## src/rtl/irq_arb_pkg.sv

```systemverilog
package irq_arb_pkg;

   localparam int unsigned SRC_N_DEF      = 5;
   localparam int unsigned CFG_W_DEF      = 8;
   localparam int unsigned VEC_W_DEF      = 16;
   localparam int unsigned VEC_BASE_DEF   = 3;
   localparam int unsigned VEC_STRIDE_DEF = 8;

   // Level selector for the in-service tracker
   typedef enum logic {
      LVL_LOW  = 1'b0,
      LVL_HIGH = 1'b1
   } lvl_e;

   // Handler address of a source index
   function automatic logic [31:0] vec_addr(input int unsigned idx,
                                            input int unsigned base,
                                            input int unsigned stride);
      return 32'(base + idx * stride);
   endfunction

endpackage

```

## src/rtl/irq_cfg_regs.sv

```systemverilog
module irq_cfg_regs #(
   parameter int unsigned SRC_N = 5,
   parameter int unsigned CFG_W = 8
) (
   input  logic             clk,
   input  logic             rst_n,
   input  logic             mask_we_i,
   input  logic             level_we_i,
   input  logic [CFG_W-1:0] wdata_i,
   output logic [SRC_N-1:0] src_en_o,
   output logic             glb_en_o,
   output logic [SRC_N-1:0] src_hi_o
);

   localparam int unsigned GLB_BIT = CFG_W - 1;

   initial begin
      if (SRC_N < 1) $error("irq_cfg_regs: SRC_N must be at least 1");
      if (SRC_N >= CFG_W) $error("irq_cfg_regs: CFG_W must leave room for the master bit");
   end

   always_ff @(posedge clk or negedge rst_n) begin
      if (!rst_n) begin
         src_en_o <= '0;
         glb_en_o <= 1'b0;
      end else if (mask_we_i) begin
         src_en_o <= wdata_i[SRC_N-1:0];
         glb_en_o <= wdata_i[GLB_BIT];
      end
   end

   always_ff @(posedge clk or negedge rst_n) begin
      if (!rst_n) src_hi_o <= '0;
      else if (level_we_i) src_hi_o <= wdata_i[SRC_N-1:0];
   end

   // Bits between the source field and the master bit carry no function
   generate
      if (GLB_BIT > SRC_N) begin : g_spare
         logic unused_spare_bits;
         assign unused_spare_bits = ^wdata_i[GLB_BIT-1:SRC_N];
      end
   endgenerate

   AST_MASK_WRITE: assert property (@(posedge clk) disable iff (!rst_n)
      mask_we_i |=> (glb_en_o == $past(wdata_i[GLB_BIT])));

endmodule

```

## src/rtl/irq_first_set.sv

```systemverilog
module irq_first_set #(
   parameter int unsigned W = 5
) (
   input  logic [W-1:0] vec_i,
   output logic [W-1:0] grant_o,
   output logic         hit_o
);

   logic [W:0] seen;
   assign seen[0] = 1'b0;

   genvar i;
   generate
      for (i = 0; i < W; i++) begin : g_chain
         assign grant_o[i]  = vec_i[i] & ~seen[i];
         assign seen[i+1]   = seen[i] | vec_i[i];
      end
   endgenerate

   assign hit_o = seen[W];

   always_comb begin
      AST_GRANT_ONEHOT: assert ($onehot0(grant_o));
   end

endmodule

```

## src/rtl/irq_svc_track.sv

```systemverilog
module irq_svc_track (
   input  logic clk,
   input  logic rst_n,
   input  logic accept_i,
   input  logic accept_hi_i,
   input  logic reti_i,
   output logic svc_hi_o,
   output logic svc_lo_o
);

   import irq_arb_pkg::*;

   logic hi_nxt, lo_nxt;
   lvl_e acc_lvl;

   assign acc_lvl = accept_hi_i ? LVL_HIGH : LVL_LOW;

   always_comb begin
      hi_nxt = svc_hi_o;
      lo_nxt = svc_lo_o;
      if (reti_i) begin
         if (svc_hi_o) hi_nxt = 1'b0;
         else          lo_nxt = 1'b0;
      end
      if (accept_i) begin
         if (acc_lvl == LVL_HIGH) hi_nxt = 1'b1;
         else                     lo_nxt = 1'b1;
      end
   end

   always_ff @(posedge clk or negedge rst_n) begin
      if (!rst_n) begin
         svc_hi_o <= 1'b0;
         svc_lo_o <= 1'b0;
      end else begin
         svc_hi_o <= hi_nxt;
         svc_lo_o <= lo_nxt;
      end
   end

   AST_HIGH_NOT_PREEMPTED: assert property (@(posedge clk) disable iff (!rst_n)
      svc_hi_o |-> !accept_i);

   AST_LOW_ONLY_BY_HIGH: assert property (@(posedge clk) disable iff (!rst_n)
      (svc_lo_o && accept_i) |-> accept_hi_i);

   AST_RETI_DROPS_HIGH: assert property (@(posedge clk) disable iff (!rst_n)
      (reti_i && svc_hi_o && !accept_i) |=> (!svc_hi_o && $stable(svc_lo_o)));

endmodule

```

## src/rtl/irq_arbiter.sv

```systemverilog
module irq_arbiter #(
   parameter int unsigned SRC_N      = irq_arb_pkg::SRC_N_DEF,
   parameter int unsigned CFG_W      = irq_arb_pkg::CFG_W_DEF,
   parameter int unsigned VEC_W      = irq_arb_pkg::VEC_W_DEF,
   parameter int unsigned VEC_BASE   = irq_arb_pkg::VEC_BASE_DEF,
   parameter int unsigned VEC_STRIDE = irq_arb_pkg::VEC_STRIDE_DEF
) (
   input  logic             clk,
   input  logic             rst_n,
   input  logic             mask_we_i,
   input  logic             level_we_i,
   input  logic [CFG_W-1:0] cfg_wdata_i,
   input  logic [SRC_N-1:0] req_i,
   input  logic             boundary_i,
   input  logic             reti_i,
   output logic             take_o,
   output logic [SRC_N-1:0] ack_o,
   output logic [VEC_W-1:0] vector_o
);

   import irq_arb_pkg::*;

   localparam int unsigned LAST_VEC = VEC_BASE + (SRC_N - 1) * VEC_STRIDE;

   initial begin
      if (VEC_W > 32) $error("irq_arbiter: VEC_W above 32 is not supported");
      if (VEC_W < 32 && LAST_VEC >= (32'd1 << VEC_W))
         $error("irq_arbiter: VEC_W too narrow for the highest handler address");
   end

   logic [SRC_N-1:0] src_en, src_hi;
   logic             glb_en;
   logic             svc_hi, svc_lo;

   irq_cfg_regs #(.SRC_N(SRC_N), .CFG_W(CFG_W)) cfg_i (
      .clk        (clk),
      .rst_n      (rst_n),
      .mask_we_i  (mask_we_i),
      .level_we_i (level_we_i),
      .wdata_i    (cfg_wdata_i),
      .src_en_o   (src_en),
      .glb_en_o   (glb_en),
      .src_hi_o   (src_hi)
   );

   // Eligible requests split by level
   logic [SRC_N-1:0] cand, cand_hi, cand_lo;
   assign cand    = req_i & src_en & {SRC_N{glb_en}};
   assign cand_hi = cand & src_hi;
   assign cand_lo = cand & ~src_hi;

   logic [SRC_N-1:0] gnt_hi, gnt_lo;
   logic             hit_hi, hit_lo;

   irq_first_set #(.W(SRC_N)) pick_hi_i (.vec_i(cand_hi), .grant_o(gnt_hi), .hit_o(hit_hi));
   irq_first_set #(.W(SRC_N)) pick_lo_i (.vec_i(cand_lo), .grant_o(gnt_lo), .hit_o(hit_lo));

   logic allow_hi, allow_lo, win_hi, win_lo, accept;
   assign allow_hi = boundary_i & ~svc_hi;
   assign allow_lo = boundary_i & ~svc_hi & ~svc_lo;
   assign win_hi   = allow_hi & hit_hi;
   assign win_lo   = allow_lo & hit_lo & ~win_hi;
   assign accept   = win_hi | win_lo;

   logic [SRC_N-1:0] grant;
   assign grant = win_hi ? gnt_hi : (win_lo ? gnt_lo : '0);

   irq_svc_track svc_i (
      .clk         (clk),
      .rst_n       (rst_n),
      .accept_i    (accept),
      .accept_hi_i (win_hi),
      .reti_i      (reti_i),
      .svc_hi_o    (svc_hi),
      .svc_lo_o    (svc_lo)
   );

   // Handler address from the one-hot grant
   logic [VEC_W-1:0] vec_nxt;
   always_comb begin
      vec_nxt = '0;
      for (int i = 0; i < SRC_N; i++) begin
         if (grant[i])
            vec_nxt = vec_nxt | VEC_W'(vec_addr(i, VEC_BASE, VEC_STRIDE));
      end
   end

   always_ff @(posedge clk or negedge rst_n) begin
      if (!rst_n) begin
         take_o   <= 1'b0;
         ack_o    <= '0;
         vector_o <= '0;
      end else begin
         take_o <= accept;
         ack_o  <= grant;
         if (accept) vector_o <= vec_nxt;
      end
   end

   AST_ACK_WITH_TAKE: assert property (@(posedge clk) disable iff (!rst_n)
      take_o |-> ($countones(ack_o) == 1));

   AST_NO_ACK_IDLE: assert property (@(posedge clk) disable iff (!rst_n)
      !take_o |-> (ack_o == '0));

   AST_TAKE_AT_BOUNDARY: assert property (@(posedge clk) disable iff (!rst_n)
      take_o |-> $past(boundary_i));

   AST_TAKE_NEEDS_MASTER: assert property (@(posedge clk) disable iff (!rst_n)
      take_o |-> $past(glb_en));

   AST_ACK_WAS_ENABLED: assert property (@(posedge clk) disable iff (!rst_n)
      take_o |-> ((ack_o & ~$past(src_en)) == '0));

endmodule

```

## config.mk

```make
export PLATFORM = sky130hd
export DESIGN_NAME = irq_arbiter
export DESIGN_NICKNAME = d
export VERILOG_FILES = /design/src/rtl/irq_arb_pkg.sv /design/src/rtl/irq_cfg_regs.sv /design/src/rtl/irq_first_set.sv /design/src/rtl/irq_svc_track.sv /design/src/rtl/irq_arbiter.sv
export SDC_FILE = /design/constraint.sdc
export NUM_CORES = 1
export LEC_CHECK = 0
export BUFFER_PORTS_ARGS = -buffer_cell sky130_fd_sc_hd__buf_2
export CORE_MARGIN = 2
export CORE_UTILIZATION = 43
export DETAILED_ROUTE_END_ITERATION = 8
export PLACE_DENSITY_LB_ADDON = 0.08
export SLEW_MARGIN = 20
export SYNTH_ARGS = -nofsm -noshare
export SYNTH_HDL_FRONTEND = slang
export SYNTH_SLANG_ARGS = --single-unit
```

## constraint.sdc

```tcl
create_clock -name clk -period 1.9 [get_ports clk]
set_clock_uncertainty 0.15 [all_clocks]
set_input_delay 0.095 -clock clk [delete_from_list [all_inputs] [get_ports clk]]
set_output_delay 0.095 -clock clk [all_outputs]
set_load 0.05 [all_outputs]
```

==> Yosys cells after proc, flatten, opt, wreduce, memory -nomap -nowiden <==
Cells that the tools add are included.
{ "totals": {"out_inout_bits": 22, "elab_cells": 61, "ff_bits": 35} }
{ "op_classes": {"n_bitwise": 38, "mux": 15} }
{ "ops": {"columns": ["op", "count"], "rows": [
  ["$and 5x5->5", 4],
  ["$mux 5", 4],
  ["$and 1x1->1", 13],
  ["$not 1->1", 11],
  ["$or 1x1->1", 9],
  ["$mux 1", 8],
  ["$mux 6", 1],
  ["$not 5->5", 1],
  ["$mux 4", 1],
  ["$mux 2", 1]
]} }

==> Depth between registers and ports, before layout <==
{ "logic_depth": {"word_depth": 17, "ltp_mapped": 6, "ltp_nobuf": 5} }

==> Modules after synthesis <==
A second synthesis with hierarchy kept.
{ "hier_totals": {"cells_unflattened": 115, "area_unflattened_um2": 1261.2} }
{ "by_module_without_submodules": {"columns": ["mod", "area_per_inst_um2", "cells_per_inst", "instances"], "rows": [
  ["irq_arbiter", 636.9, 70, 1],
  ["irq_cfg_regs", 432.9, 23, 1],
  ["irq_first_set", 55.1, 7, 2],
  ["irq_svc_track", 81.3, 8, 1]
]} }

==> Least setup slack after synthesis <==
No wires, ideal clock.
{ "synth_timing": {"path_kind": "reg2reg", "start": "register cfg_i.glb_en_o", "end": "register vector_o[4]", "path_buffers": 1, "arrival_ns": 1.558, "synth_period_minus_slack_ns": 1.774, "setup_time_ns": 0.065, "path_slack_ns": 0.126, "path_stages_with_launch": 7, "path_cell_list": "dfrtp_1 buf_6 nand4_2 nand3_2 or4b_4 o32ai_4 a211o_1"} }
{ "synth_between": {"elab_chain_cells": 14, "elab_cells_between_ends": 29} }
{ "synth_rtl": {"columns": ["element", "line", "rtl"], "rows": [
  ["start: declaration", "irq_cfg_regs.sv:11", "output logic glb_en_o,"],
  ["start signal: assignment", "irq_cfg_regs.sv:28", "glb_en_o <= wdata_i[GLB_BIT];"],
  ["$and 5x5->5 *", "irq_arbiter.sv:48", "assign cand = req_i & src_en & {SRC_N{glb_en}};"],
  ["$and 5x5->5", "irq_arbiter.sv:49", "assign cand_hi = cand & src_hi;"],
  ["$or 1x1->1 (4 in series)", "irq_first_set.sv:16", "assign seen[i+1] = seen[i] | vec_i[i];"],
  ["$and 1x1->1", "irq_arbiter.sv:61", "assign win_hi = allow_hi & hit_hi;"],
  ["$not 1->1", "irq_arbiter.sv:62", "assign win_lo = allow_lo & hit_lo & ~win_hi;"],
  ["$and 1x1->1", "irq_arbiter.sv:62", null],
  ["$mux 5", "irq_arbiter.sv:66", "assign grant = win_hi ? gnt_hi : (win_lo ? gnt_lo : '0);"],
  ["$mux 5 *", "irq_arbiter.sv:66", null],
  ["named net grant[2]", "irq_arbiter.sv:65", "logic [SRC_N-1:0] grant;"],
  ["$mux 5 * (2 in series)", "irq_arbiter.sv:83", "if (grant[i])"],
  ["$mux 6 *", "irq_arbiter.sv:83", null],
  ["end signal: assignment", "irq_arbiter.sv:96", "if (accept) vector_o <= vec_nxt;"],
  ["end: declaration", "irq_arbiter.sv:18", "output logic [VEC_W-1:0] vector_o"]
]} }
The timed path passes the listed nets; every way through them passes the cells marked *.
A chain may end at the register's enable or synchronous reset.

==> Worst setup path in the final report <==
Same ends and word-level chain as after synthesis.

==> impl_metrics.toml <==
[critical_path]
path_buf_inv = 0
r2r-end = "vector_o[4]$_DFFE_PN0N_"
crit_fanout = 6
cp-end-kind = "register"
worstPathRequired_ns = 2.01
critPathKind = "reg2reg"
max_stage_delay_ns = 0.55
reg2reg_depth = 5
endpoint = "vector_o[4]$_DFFE_PN0N_"
slowest_stage = "or4b_4"
startpoint = "cfg_i.glb_en_o$_DFFE_PN0P_"
crit_family = "simple AND/OR/NAND/NOR gates"
path_depth = 5
arrival_ns = 1.95
start_kind = "register"
rrSetupSlack_ns = 0.05
path_cells = "nand4_2 > nand3_2 > or4b_4 > o32ai_4 > a211o_1"
reg2reg_from = "cfg_i.glb_en_o$_DFFE_PN0P_"

[synthesis]
synth-simple-area-share = 0.1760
yosys.area.top_type_share = 0.5061
synth-compound-area-share = 0.1034
ys_seq_elements = 23
ys_warn_count = 0
synthesis.area_um2 = 1137
synth_flop_cell = "dfrtp_1"
synth_edf_count = 0
async_reset_ff_frac = 1.000
synth-xor-area-share = 0
synth_top_family_by_area = "simple AND/OR/NAND/NOR gates"
syn_area_per_cell_um2 = 12.10
netlist_top_cells_area = "dfrtp_1, mux2_2, buf_4, nand4_2, o32ai_4"
synth_fa_ha_area_frac = 0
yosysSeqAreaShare = 0.5061
synth_top_area_cell = "dfrtp_1"
syn_inst = 94
synth_mux_area_frac = 0.1089
yosysUniqueCellTypes = 30

[final_layout]
nets = 169
drive_above_1_share = 0.4564
area_growth_pct = 35.75
fillers = 226
antenna_cells = 0

[sta]
min_period_ns = 1.846
hold_ws_ns = 0.06169
fmaxAchievable_ghz = 0.5416
slew-limit-headroom = 0.6623
rsz0062_at_grt = "yes"
slew_violations = 0
hold_viol_final = 0
worst_pin_slew_ns = 0.5065
finalSetupViolCount = 0
fin_crit_sh = 0.9718
setup_ws_ns = 0.05356

[floorplan]
die_area_um2 = 3072
core_area_um2 = 2500
die_x_um = 55.43
die_y_um = 55.43
num_rows = 18
initial_core_util = 0.4550
ios = 41

[placed_design]
dp_slack_ns = -0.01090
gp_congestion = 0.8043
dp_hpwl_um = 1562
io_buffers = 27

[routing]
drt-wirelength-per-cell_um = 12.73
drc = 0
via_per_inst = 4.844
drtIter0Drc = 11
drtAntennaViolNets = 0
drt-total-wl_um = 2278
firstDrtPassIters = 4
vias = 867

[grt]
grt_use_total = 0.1571
grt_max_degree = 24
grt_pass1_wl_um = 3829
antenna_found_initial = 0
overflow = 0
grt_pass1_vias = 885

[cts]
cts_tree = "yes"
clock_sinks = 23
clockRootBuffer = "clkbuf_4"
cts_buffers = 3
htree_levels = 1
clk_pin_slew_ns = 0.12
clock_path_buffers = 2
worstSkewPairLatency_ns = 0.30

[pwr]
ir_drop_mv = 0.5140
power.leakage_nw = 0.7679
p_per_area_nw_per_um2 = 827.8
finalPower_mw = 1.278

[status]
outcome = "completed"

[flow_run]
max_cap_violations = 0

[min_path]
hp-class = "in2reg"
[routing by layer]
layer / share of wire / GRT usage / routed length [µm]
met5: 0 / 0 / 0
met4: 0.0092 / 0.07317 / 21
met3: 0.046 / 0.02108 / 105
met2: 0.52 / 0.2670 / 1186
met1: 0.42 / 0.1967 / 965
[registers in the layout (all words and copies together) (netlist names)]
register	cells
take_o	1
cfg_i.src_hi_o	5
vector_o	4
cfg_i.src_en_o	5
svc_i.svc_lo_o	1
cfg_i.glb_en_o	1
svc_i.svc_hi_o	1
ack_o	5
[metrics by stage]
stage / cell area [µm²] / util / cells / setup TNS (ns)
after floorplan: 1175 / - / 104 / 0
after global placement: 1303 / 0.5210 / 155 / 0
after detailed placement: 1303 / 0.5210 / 155 / -0.01090
after CTS: 1511 / 0.6046 / 177 / 0
after global routing: 1544 / 0.6176 / 179 / -0.1099
final: 1544 / 0.6176 / 179 / 0
[cells by family after synthesis]
| logic type | count (synthesis) |
|---|---|
| AO/OA/AOI/OAI | 13 |
| buffers and inverters | 17 |
| flip-flops | 23 |
| multiplexers | 11 |
| other | 1 |
| AND/OR/NAND/NOR | 29 |
[placed cells by master, fill, tap and decap left out, types with 3 or more instances in the layout]
cell type	count
buf_4	10
dfrtp_1	22
nand3_1	3
mux2_2	11
nand2_1	3
buf_2	27
o21ai_0	4
inv_1	3
conb_1	11
dlygate4sd3_1	18
nand4_2	3
nand4_1	3
clkbuf_4	3
[worst min-delay path: stages]
cell and delay (ns):
buf_2 0.11, nand3_1 0.10, nor3_1 0.05, o21a_1 0.12
[timing repair]
item,in CTS,in global routing
endpoints found under the setup margin,2,2
gates cloned,0,0
hold buffers,18,0
resized for setup,1,6
buffers inserted,0,2
hold endpoints to repair,38,0
pin swaps,0,2
[worst min-delay path by stage]
stage          slack, ns                        to  cells past startpoint  startpoint
2_1_floorplan      -0.35        ack_o[0]$_DFF_PN0_                      0       rst_n
4_1_cts             0.05        ack_o[4]$_DFF_PN0_                      4    req_i[4]
3_5_place_dp       -0.06  svc_i.svc_lo_o$_DFF_PN0_                      1       rst_n
3_3_place_gp       -0.07  svc_i.svc_hi_o$_DFF_PN0_                      1       rst_n
5_1_grt              0.1        ack_o[4]$_DFF_PN0_                      4    req_i[4]
6_report            0.06        ack_o[4]$_DFF_PN0_                      4    req_i[4]
[cell usage after synthesis, drive strengths merged (2+ instances only)]
| library cell | n |
|---|---|
| nor2 | 3 |
| nand2 | 5 |
| o32ai | 2 |
| nand4 | 6 |
| buf | 13 |
| o21ai | 4 |
| nand4b | 2 |
| nor4 | 2 |
| inv | 3 |
| nand2b | 2 |
| a211o | 2 |
| dfrtp | 23 |
| mux2 | 11 |
| o22ai | 2 |
| nand3 | 4 |
[where the power goes]
group          internal [mW]  switching (mW)
logic                  0.167           0.283
registers              0.555          0.0516
clock network         0.0785           0.143
total                  0.800           0.478
[cell type report]
cell class | instances | area [µm²] | area share
Clock buffer | 3 | 22.52 | 0.01459
Clock inverter | 1 | 5.005 | 0.003241
Inverter | 3 | 11.26 | 0.007293
Multi-Input combinational cell | 64 | 500.5 | 0.3241
Sequential cell | 23 | 576.8 | 0.3736
Tap cell | 30 | 37.54 | 0.02431
Timing Repair Buffer | 55 | 390.4 | 0.2528
Power figures use the tool's default switching activity.
